==> config.mk <==
export PLATFORM = sky130hd
export DESIGN_NAME = tx_seq
export DESIGN_NICKNAME = d
export VERILOG_FILES = /design/src/rtl/tx_pkg.sv /design/src/rtl/tx_seq.sv
export SDC_FILE = /design/constraint.sdc
export NUM_CORES = 1
export LEC_CHECK = 0
export BUFFER_PORTS_ARGS = -buffer_cell sky130_fd_sc_hd__buf_2
export CORE_ASPECT_RATIO = 1.1
export CORE_MARGIN = 10
export CORE_UTILIZATION = 30
export CTS_BUF_LIST = sky130_fd_sc_hd__clkbuf_4 sky130_fd_sc_hd__clkbuf_8
export DETAILED_ROUTE_END_ITERATION = 10
export GPL_TIMING_DRIVEN = 0
export HOLD_SLACK_MARGIN = 0.12
export PLACE_DENSITY = 0.5
export SLEW_MARGIN = 30
export SYNTH_ARGS = -nofsm -noshare
export SYNTH_HDL_FRONTEND = slang
export SYNTH_SLANG_ARGS = --single-unit
==> constraint.sdc <==
create_clock -name clk_i -period 3.8 [get_ports clk_i]
set_clock_uncertainty 0.15 [all_clocks]
set_input_delay 0.38 -clock clk_i [delete_from_list [all_inputs] [get_ports clk_i]]
set_output_delay 0.38 -clock clk_i [all_outputs]
set_load 0.05 [all_outputs]
==> src/rtl/tx_pkg.sv <==
package tx_pkg;
  typedef enum logic [1:0] {
    PH_LOAD = 2'd0,
    PH_ARM  = 2'd1,
    PH_RUN  = 2'd2
  } tx_phase_e;
endpackage

==> src/rtl/tx_seq.sv <==
module tx_seq
  import tx_pkg::*;
#(
  parameter int WORD_W = 24,
  parameter int BYTE_W = 8
) (
  input  logic      clk_i,
  input  logic      rst_ni,
  input  logic      bit_en_i,
  output tx_phase_e phase_o,
  output logic      load_o,
  output logic      shift_o,
  output logic      byte_tc_o
);
  localparam int BIT_CW  = $clog2(WORD_W + 1);
  localparam int BYTE_CW = $clog2(BYTE_W + 1);
  localparam logic [BIT_CW-1:0]  LAST_BIT = BIT_CW'(WORD_W - 1);
  localparam logic [BYTE_CW-1:0] BYTE_TOP = BYTE_CW'(BYTE_W);

  tx_phase_e           phase_q;
  logic [BIT_CW-1:0]   bit_cnt_q;
  logic [BYTE_CW-1:0]  byte_cnt_q;

  always_ff @(posedge clk_i or negedge rst_ni) begin
    if (!rst_ni) begin
      phase_q    <= PH_LOAD;
      bit_cnt_q  <= '0;
      byte_cnt_q <= '0;
    end else if (bit_en_i) begin
      unique case (phase_q)
        PH_LOAD: begin
          bit_cnt_q  <= '0;
          byte_cnt_q <= '0;
          phase_q    <= PH_ARM;
        end
        PH_ARM: phase_q <= PH_RUN;
        PH_RUN: begin
          bit_cnt_q  <= bit_cnt_q + 1'b1;
          byte_cnt_q <= (byte_cnt_q == BYTE_TOP) ? BYTE_CW'(1) : byte_cnt_q + 1'b1;
          if (bit_cnt_q == LAST_BIT) phase_q <= PH_LOAD;
        end
        default: phase_q <= PH_LOAD;
      endcase
    end
  end

  assign phase_o   = phase_q;
  assign load_o    = bit_en_i && (phase_q == PH_LOAD);
  assign shift_o   = bit_en_i && (phase_q == PH_RUN);
  assign byte_tc_o = (byte_cnt_q == BYTE_TOP);
endmodule

## Word level (Yosys, flattened, before mapping)

Index checks and enable logic that the tools add are counted.

- $add $sub $neg: 2
- Equal/unequal tests: 5
- Mux-type cells: 5
- Reduce and logical (&&, ||, !) cells: 6

Operator list:

| cell | count |
|---|---|
| 5-bit case mux with 2 select lines | 1 |
| 4-bit case mux with 2 select lines | 1 |
| 2-bit case mux with 3 select lines | 1 |
| 5-bit by 1-bit adder with 5-bit output (second input constant) | 1 |
| 5-bit equality test (second input constant) | 1 |
| 4-bit by 1-bit adder with 4-bit output (second input constant) | 1 |
| 4-bit equality test (second input constant) | 1 |
| 4-bit two-way mux | 1 |
| 2-bit AND reduction | 2 |
| 2-bit by 1-bit equality test with 1-bit output (second input constant) | 1 |
| 2-bit equality test (second input constant) | 1 |
| 1-bit logical AND | 2 |
| 2-bit logical NOT | 1 |
| 2-bit two-way mux | 1 |
| 2-bit != test (second input constant) | 1 |
| 2-bit nonzero test | 1 |

- Flip-flop bits (word level): 11
- Bits of input ports: 3

## Logic depth before layout (Yosys ltp)

Gate-level depths: netlist of the first run.

- Word-level depth: 3
- Gate-level depth with buffers: 5
- Gate-level depth less buffers: 5

## Worst setup path after synthesis of the first run

Ideal clock, no wire load.

- Path type: register to output
- Start point: register phase_q[0], in the netlist phase_o[0]
- End point: output load_o
- Arrival: 1.595 ns
- Path slack: 1.675 ns
- Stages on the path, launching flop included: 4
- Path through: dfrtp_1 nand2b_4 buf_6 nor2_1

- Longest elaborated chain between the ends: 2

Ends and longest elaborated chain:

| item | line | source |
|---|---|---|
| start: declaration | tx_seq.sv:20 | `tx_phase_e phase_q;` |
| start signal: assignment | tx_seq.sv:26 | `phase_q <= PH_LOAD;` |
| start signal: assignment | tx_seq.sv:34 | `phase_q <= PH_ARM;` |
| start signal: assignment | tx_seq.sv:36 | `PH_ARM: phase_q <= PH_RUN;` |
| 2-bit logical NOT | tx_seq.sv:48 | `assign load_o = bit_en_i && (phase_q == PH_LOAD);` |
| 1-bit logical AND | tx_seq.sv:48 |  |
| end: declaration | tx_seq.sv:11 | `output logic load_o,` |

Every way passes these cells.

## Worst setup path after layout of the first run

- Start point: register phase_q[0], in the netlist phase_o[0]
- End point: output shift_o

- Longest elaborated chain between the ends: 2

Ends and longest elaborated chain:

| item | line | source |
|---|---|---|
| 2-bit equality test | tx_seq.sv:49 | `assign shift_o = bit_en_i && (phase_q == PH_RUN);` |
| 1-bit logical AND | tx_seq.sv:49 |  |
| end: declaration | tx_seq.sv:12 | `output logic shift_o,` |

Every way passes these cells.

==> impl_metrics.csv, run 1 <==
group,metric,value,unit
sta,timing.final.crit_share,0.521,
synth,syn_area,608,um^2
setup_path,crit-reg2reg-capture,"bit_cnt_q[4]",
clock_tree,clock_tree.buffer_depth,2,
detailed_routing,route.detailed.drc,0,
setup_path,worst-path-max-fanout,7,
clock_tree,htree_levels,1,
sta,grt_setup_unrepaired,"false",
cells_and_area,nNetsFinal,83,
floorplanning,core-area,0.00198,mm^2
cells_and_area,drive_gt1_frac,0.211,
setup_path,timing.critical_path.to_type,"output pin",
place,worst_slack_at_placement,2.07,ns
cells_and_area,ff_latch_area,275,um^2
run,max-cap-violations,0,
cells_and_area,fillers,216,
worst_hold_path,hold_path.startpoint,"bit_en_i",
detailed_routing,post_drt_via_cell_ratio,4.80,
detailed_routing,postRouteWirelength,1340,um
sta,timing.final.ws_setup,1.82,ns
power_and_ir_drop,irDropWorstVdd,0.307,mV
detailed_routing,antenna_left,0,
setup_path,critical_path_class,"reg -> out",
sta,final_sum_of_negative_setup_slack,0,ns
sta,worst-slew-pin-transition,0.269,ns
cells_and_area,commonest_non_fill_non_tap_cells_in_the_layout,"dfrtp_1, buf_2, nand3_1, nand2_1, o21ai_0",
global_routing,globalRoute.totalOverflow,0,
clock_tree,cts_sinks,11,
sta,min_period,1.98,ns
status,status,"finished clean",
synth,yosysWarningCount,0,
setup_path,critPathRequiredTime,3.27,ns
worst_hold_path,worstHoldPathType,"in -> reg",
clock_tree,tritoncts.num_buffers,3,
sta,final_max_slew_viol_count,0,
cells_and_area,multi_input_gate_area,294,um^2
synth,synthesis.nets,70,
power_and_ir_drop,power_density,820,mW/mm^2
floorplanning,die-width,62.9,um
global_routing,first_global_vias,539,
sta,slew_headroom,0.819,
floorplanning,die_h,67.2,um
synth,synthesized_flop_and_latch_total,11,
detailed_routing,drt-pass1-iter-count,4,
clock_tree,cts_root_buffer,"clkbuf_4",
place,place_hpwl,991,um
setup_path,start_kind,"flip-flop",
sta,clock.fmax,505,MHz
synth,netlist-cell-type-count,25,
worst_hold_path,min_delay_path_depth,2,
floorplanning,die_footprint,0.00423,mm^2
power_and_ir_drop,post-layout-total-power,0.589,mW
cells_and_area,finalCoreUtilization,0.363,
power_and_ir_drop,power_leakage,0.346,nW
cells_and_area,syn_to_final_growth,18.1,%
synth,seq_area_frac_synth,0.453,
clock_tree,insertion_delay,0.27,ns
worst_hold_path,worstHoldEndpoint,"phase_o[1]",
floorplanning,rows,17,
setup_path,crit_start,"phase_o[0]",
synth,synth_cells,64,
synth,yosys.area.top_type_share,0.453,
place,count_of_input_and_output_buffers,7,
floorplanning,start_util,0.307,
clock_tree,ctsResizeCount,0,
clock_tree,clk_transition_reported_paths,0.08,ns
floorplanning,top_ports,8,
sta,setup_violations,0,
setup_path,worst-r2r-setup-slack,2.35,ns
setup_path,r2r.worst_path.cells,4,
global_routing,grt_pass1_wl,2470,um
cells_and_area,num_antenna_cells,0,
synth,synth.largest_area_cell,"dfrtp_1",
sta,hold_viol,0,
global_routing,grt_antenna_before_repair,0,
setup_path,critical_path.reg2reg.startpoint,"bit_cnt_q[0]",
synth,synth.avg_cell_area,9.50,um^2
detailed_routing,drt-initial-drc-count,11,
cells_and_area,layout_commonest_cell,"dfrtp_1",
global_routing,grt_max_degree,12,
place,routabilityCongestion,0.758,
detailed_routing,vias,499,
setup_path,crit_arrival,1.45,ns
detailed_routing,post_drt_wl_per_cell,12.9,um
clock_tree,tritoncts_clock_tree,"built",
global_routing,track_usage,0.0726,
clock_tree,post_cts_buffers,0,
synth,synth.top_cells.by_area,"dfrtp_1, nand3_1, ha_1, o21ai_0, nand2_1",
[per-layer routing]
layer	global-route usage	vias to the layer above	share of wire
met4	0.0335	0	0.0060
li1	-	253	-
met1	0.0844	237	0.51
met5	0	-	0
met3	0.0298	2	0.042
met2	0.115	7	0.44
[stage by stage]
| stage | hold WS, ns | cell area, um^2 | instances |
|---|---|---|---|
| detailed placement | 0.120 | 678 | 99 |
| floorplan | -0.0656 | 608 | 64 |
| global route | 0.256 | 718 | 104 |
| finish | 0.237 | 718 | 104 |
| global placement | 0.120 | 678 | 99 |
| CTS | 0.225 | 718 | 104 |
[worst max-delay path, cell delays in order (launching register included)]
cell and delay, ns:
dfrtp_1 0.44, and2b_2 0.30, nand2_1 0.10, inv_1 0.08, buf_2 0.26
[how the worst max path moves through the flow]
| stage | endpoint | slack [ns] | cells past startpoint |
|---|---|---|---|
| 5_1_grt | byte_tc_o | 1.69 | 5 |
| 3_3_place_gp | shift_o | 2.07 | 5 |
| 3_5_place_dp | shift_o | 2.07 | 5 |
| 2_1_floorplan | load_o | 1.68 | 3 |
| 6_report | shift_o | 1.82 | 4 |
| 4_1_cts | shift_o | 1.79 | 4 |
[synthesized netlist by cell type]
master,number
nand2b_1,1
o21ai_0,7
nor2b_1,1
and2b_2,1
or4_1,2
mux2i_1,1
buf_2,1
nand2b_4,1
o211ai_2,1
nand3_1,8
inv_1,6
or3_1,1
nand4_1,1
buf_6,1
a21oi_1,1
nand2_1,7
ha_1,3
a31oi_1,1
o2111ai_1,1
dfrtp_1,11
a41o_1,1
nor2_1,2
a22o_1,1
nor3b_1,2
o41ai_1,1
[flip-flops by register name, indices dropped and copies added, names as in the netlist]
register / flops
bit_cnt_q: 5
byte_cnt_q: 4
phase_o: 2
[final cells by class]
cell class	count	share of cell area
buffer	2	0.0226
tap	28	0.0488
clock buffer	4	0.0418
multi-input combinational	45	0.409
timing repair buffer	8	0.0627
inverter	6	0.0314
sequential	11	0.383
[kinds of logic (layout without fill, tap and decap cells)]
logic type               after synthesis  after routing  synth area share
AND/OR/NAND/NOR                       27             27             0.249
AO/OA/AOI/OAI                         14             14             0.156
flip-flops                            11             11             0.453
buffers and inverters                  8             20            0.0638
adder cells (fa/ha/maj)                3              3            0.0617
multiplexers                           1              1            0.0165
[what timing repair did]
action / CTS / global route
hold buffers: 1 / 0
setup endpoints to repair: 0 / 0
endpoints found under the hold margin: 11 / 0
[power by group]
group | switching, mW | internal, mW
sequential | 0.0613 | 0.170
combinational | 0.169 | 0.0979
clock | 0.0429 | 0.0478
Note: power is estimated with default switching activity, not from simulation.
==> run 2: changes to the inputs <==
--- a/config.mk
+++ b/config.mk
@@ -5,6 +5,7 @@
 export SDC_FILE = /design/constraint.sdc
 export NUM_CORES = 1
 export LEC_CHECK = 0
+export ABC_AREA = 1
 export BUFFER_PORTS_ARGS = -buffer_cell sky130_fd_sc_hd__buf_2
 export CORE_ASPECT_RATIO = 1.1
 export CORE_MARGIN = 10
==> constraint.sdc (replaced) <==
create_clock -name clk_i -period 1.9 [get_ports clk_i]
set_clock_uncertainty 0.15 [all_clocks]
set_input_delay 0.19 -clock clk_i [delete_from_list [all_inputs] [get_ports clk_i]]
set_output_delay 0.19 -clock clk_i [all_outputs]
set_load 0.05 [all_outputs]
==> run 2 against run 1 <==
Register-to-register slack worse by 1.7 ns. Synthesized area is 2.1% higher. Sequential power is 56% higher. First-iteration DRC count is 45% higher. Count of clock-buffer cells in the layout stayed put. Via count is 2.0% lower.
==> impl_metrics.csv, run 2 <==
group,metric,value,unit
status,status,"finished clean",
setup_path,timing.critical_path.slowest_stage_cell,"dlygate4sd3_1",
place,place_hpwl,885,um
global_routing,grt_antenna_before_repair,0,
detailed_routing,post_drt_via_cell_ratio,4.22,
synth,yosysWarningCount,0,
cells_and_area,largest_register_ff_count,5,
setup_path,critical_path.reg2reg.startpoint,"byte_cnt_q[0]",
cells_and_area,nNetsFinal,95,
floorplanning,die-width,63.4,um
floorplanning,die_footprint,0.00429,mm^2
clock_tree,clock_tree.buffer_depth,2,
global_routing,grt_max_degree,12,
cells_and_area,fin_cells,116,
sta,min_period,1.80,ns
worst_hold_path,worstHoldPathType,"in -> async",
global_routing,grt_most_used_layer,"met2",
setup_path,r2r.worst_path.cells,6,
power_and_ir_drop,switchingPower,0.447,mW
sta,setup_violations,0,
detailed_routing,drt-initial-drc-count,16,
global_routing,use_met3,0.0380,
power_and_ir_drop,p_int,0.520,mW
detailed_routing,vias,489,
floorplanning,core-area,0.00200,mm^2
place,count_of_input_and_output_buffers,7,
place,worst_slack_at_placement,0.449,ns
sta,timing.final.crit_share,0.949,
clock_tree,tritoncts_clock_tree,"built",
cells_and_area,syn_to_final_growth,19.4,%
setup_path,crit_arrival,1.46,ns
global_routing,use_met2,0.0905,
sta,grt_setup_unrepaired,"false",
cells_and_area,drive_gt1_frac,0.216,
clock_tree,htree_levels,1,
detailed_routing,postRouteWirelength,1140,um
clock_tree,tritoncts.num_buffers,3,
power_and_ir_drop,pwr-share-comb,0.448,
detailed_routing,drt-pass1-iter-count,4,
global_routing,track_usage,0.0604,
power_and_ir_drop,switching_share_of_total_power,0.462,
synth,syn_area,621,um^2
setup_path,start_kind,"input pin",
clock_tree,clk_transition_reported_paths,0.07,ns
place,dpl.cell_count,110,
synth,yosys.area.top_type_share,0.444,
detailed_routing,antenna_left,0,
clock_tree,cts_root_buffer,"clkbuf_4",
synth,synthesis.nets,81,
setup_path,timing.critical_path.to_type,"output pin",
sta,final_sum_of_negative_setup_slack,0,ns
setup_path,critPathTopFamily,"buffers and inverters",
synth,most_instantiated_library_cell_after_synthesis,"nand2_1",
sta,timing.final.ws_setup,0.0968,ns
floorplanning,top_ports,8,
synth,synthArstFlopShare,1.00,
run,max-cap-violations,0,
global_routing,grt.met1_usage,0.0679,
setup_path,critical_path_class,"in -> out",
cells_and_area,layout_commonest_cell,"nand2_1",
detailed_routing,post_drt_wl_per_cell,9.84,um
setup_path,critical_path_buf_inv_count,5,
sta,slew_headroom,0.813,
floorplanning,rows,17,
cells_and_area,num_antenna_cells,0,
global_routing,globalRoute.totalOverflow,0,
cells_and_area,final_design_area_no_fill,741,um^2
clock_tree,cts_sinks,11,
detailed_routing,route.detailed.drc,0,
synth,synth_cells,75,
power_and_ir_drop,power_density,1310,mW/mm^2
sta,final_max_slew_viol_count,0,
power_and_ir_drop,seq_power_share,0.374,
synth,synth.top_cells.by_area,"dfrtp_1, nand2_1, ha_1, inv_1, nand2_4",
setup_path,critPathRequiredTime,1.56,ns
place,detailed_place.area,691,um^2
synth,seq_area_frac_synth,0.444,
synth,synth_top_flop_cell,"dfrtp_1",
clock_tree,insertion_delay,0.27,ns
synth,netlist-cell-type-count,16,
synth,number_of_flops_mapped_to_enable_cells_by_yosys,0,
setup_path,timing.critical_path.cells,"dlygate4sd3_1 > buf_2 > nand2_4 > inv_2 > nand2_4 > inv_1 > buf_2",
place,routabilityCongestion,0.710,
global_routing,first_global_vias,465,
synth,synthesized_flop_and_latch_total,11,
setup_path,crit-reg2reg-capture,"byte_cnt_q[0]",
setup_path,max_stage_delay,0.51,ns
global_routing,grt_pass1_wl,2020,um
sta,clock.fmax,555,MHz
sta,worst-slew-pin-transition,0.280,ns
synth,synth.avg_cell_area,8.27,um^2
floorplanning,die_h,67.7,um
cells_and_area,registers.top_by_ff_count,"bit_cnt_q",
setup_path,worst-r2r-setup-slack,0.62,ns
synth,synth.largest_area_cell,"dfrtp_1",
cells_and_area,commonest_non_fill_non_tap_cells_in_the_layout,"nand2_1, dfrtp_1, inv_1, nor2_1, buf_2",
power_and_ir_drop,irDropWorstVdd,0.795,mV
power_and_ir_drop,clock_power_share,0.178,
sta,hold_viol,0,
synth,netlist_top_cells_count,"nand2_1, dfrtp_1, inv_1",
cells_and_area,finalCoreUtilization,0.370,
power_and_ir_drop,power_leakage,0.387,nW
floorplanning,start_util,0.310,
setup_path,worst-path-max-fanout,6,
## run 2: stage by stage
step           hold WS, ns  power, mW
3_3_place_gp       -0.0692      0.798
5_1_grt              0.172       1.05
3_5_place_dp       -0.0709      0.804
4_1_cts              0.161      0.989
6_report             0.163      0.967
2_1_floorplan       -0.256      0.708
## run 2: power by group through the flow
stage | Combinational, mW | Sequential, mW | Clock [mW]
2_1_floorplan | 0.278 | 0.429 | 0
4_1_cts | 0.443 | 0.361 | 0.185
3_5_place_dp | 0.439 | 0.365 | 0
6_report | 0.433 | 0.361 | 0.172
5_1_grt | 0.491 | 0.371 | 0.191
3_3_place_gp | 0.432 | 0.366 | 0
## run 2: cells by family (layout without fill, tap and decap cells)
family / Yosys count / in the layout / share of synthesized area
adders and majority gates: 3 / 3 / 0.0605
and+or+nand+nor: 39 / 39 / 0.313
DFF: 11 / 11 / 0.444
xor gates and xnor gates: 2 / 2 / 0.0282
AOI/OAI and AO/OA: 8 / 8 / 0.0827
buffers and inverters: 12 / 25 / 0.0726
## run 2: how the worst max path moves through the flow
stage | slack, ns | cells past startpoint | from | end
after floorplan | 0.1 | 6 | byte_cnt_q[0] | byte_cnt_q[0]
after global placement | 0.44 | 5 | byte_cnt_q[0] | byte_tc_o
after detailed placement | 0.45 | 5 | byte_cnt_q[0] | byte_tc_o
after CTS | 0.09 | 7 | bit_en_i | load_o
after global routing | 0.009 | 7 | bit_en_i | load_o
final | 0.1 | 7 | bit_en_i | load_o
## run 2: layer usage
metal,vias up,routed length (um)
li1,262,-
met1,214,557
met2,11,499
met3,2,76
met4,0,9
met5,-,0
## run 2: final cells by class
cell class	instances	area [um^2]
fillers	226	1260
multi-input cells	52	300
flip-flops and latches	11	275
repair buffers	9	55.1
inverters	12	45.0
well taps	28	35.0
clock buffers	4	30.0
## run 2: repair_timing
item                                    CTS  global route
endpoints found under the hold margin    13             0
resized for setup                         0             0
setup buffers                             0             0
hold buffers                              2             0
endpoints found under the setup margin    0             0
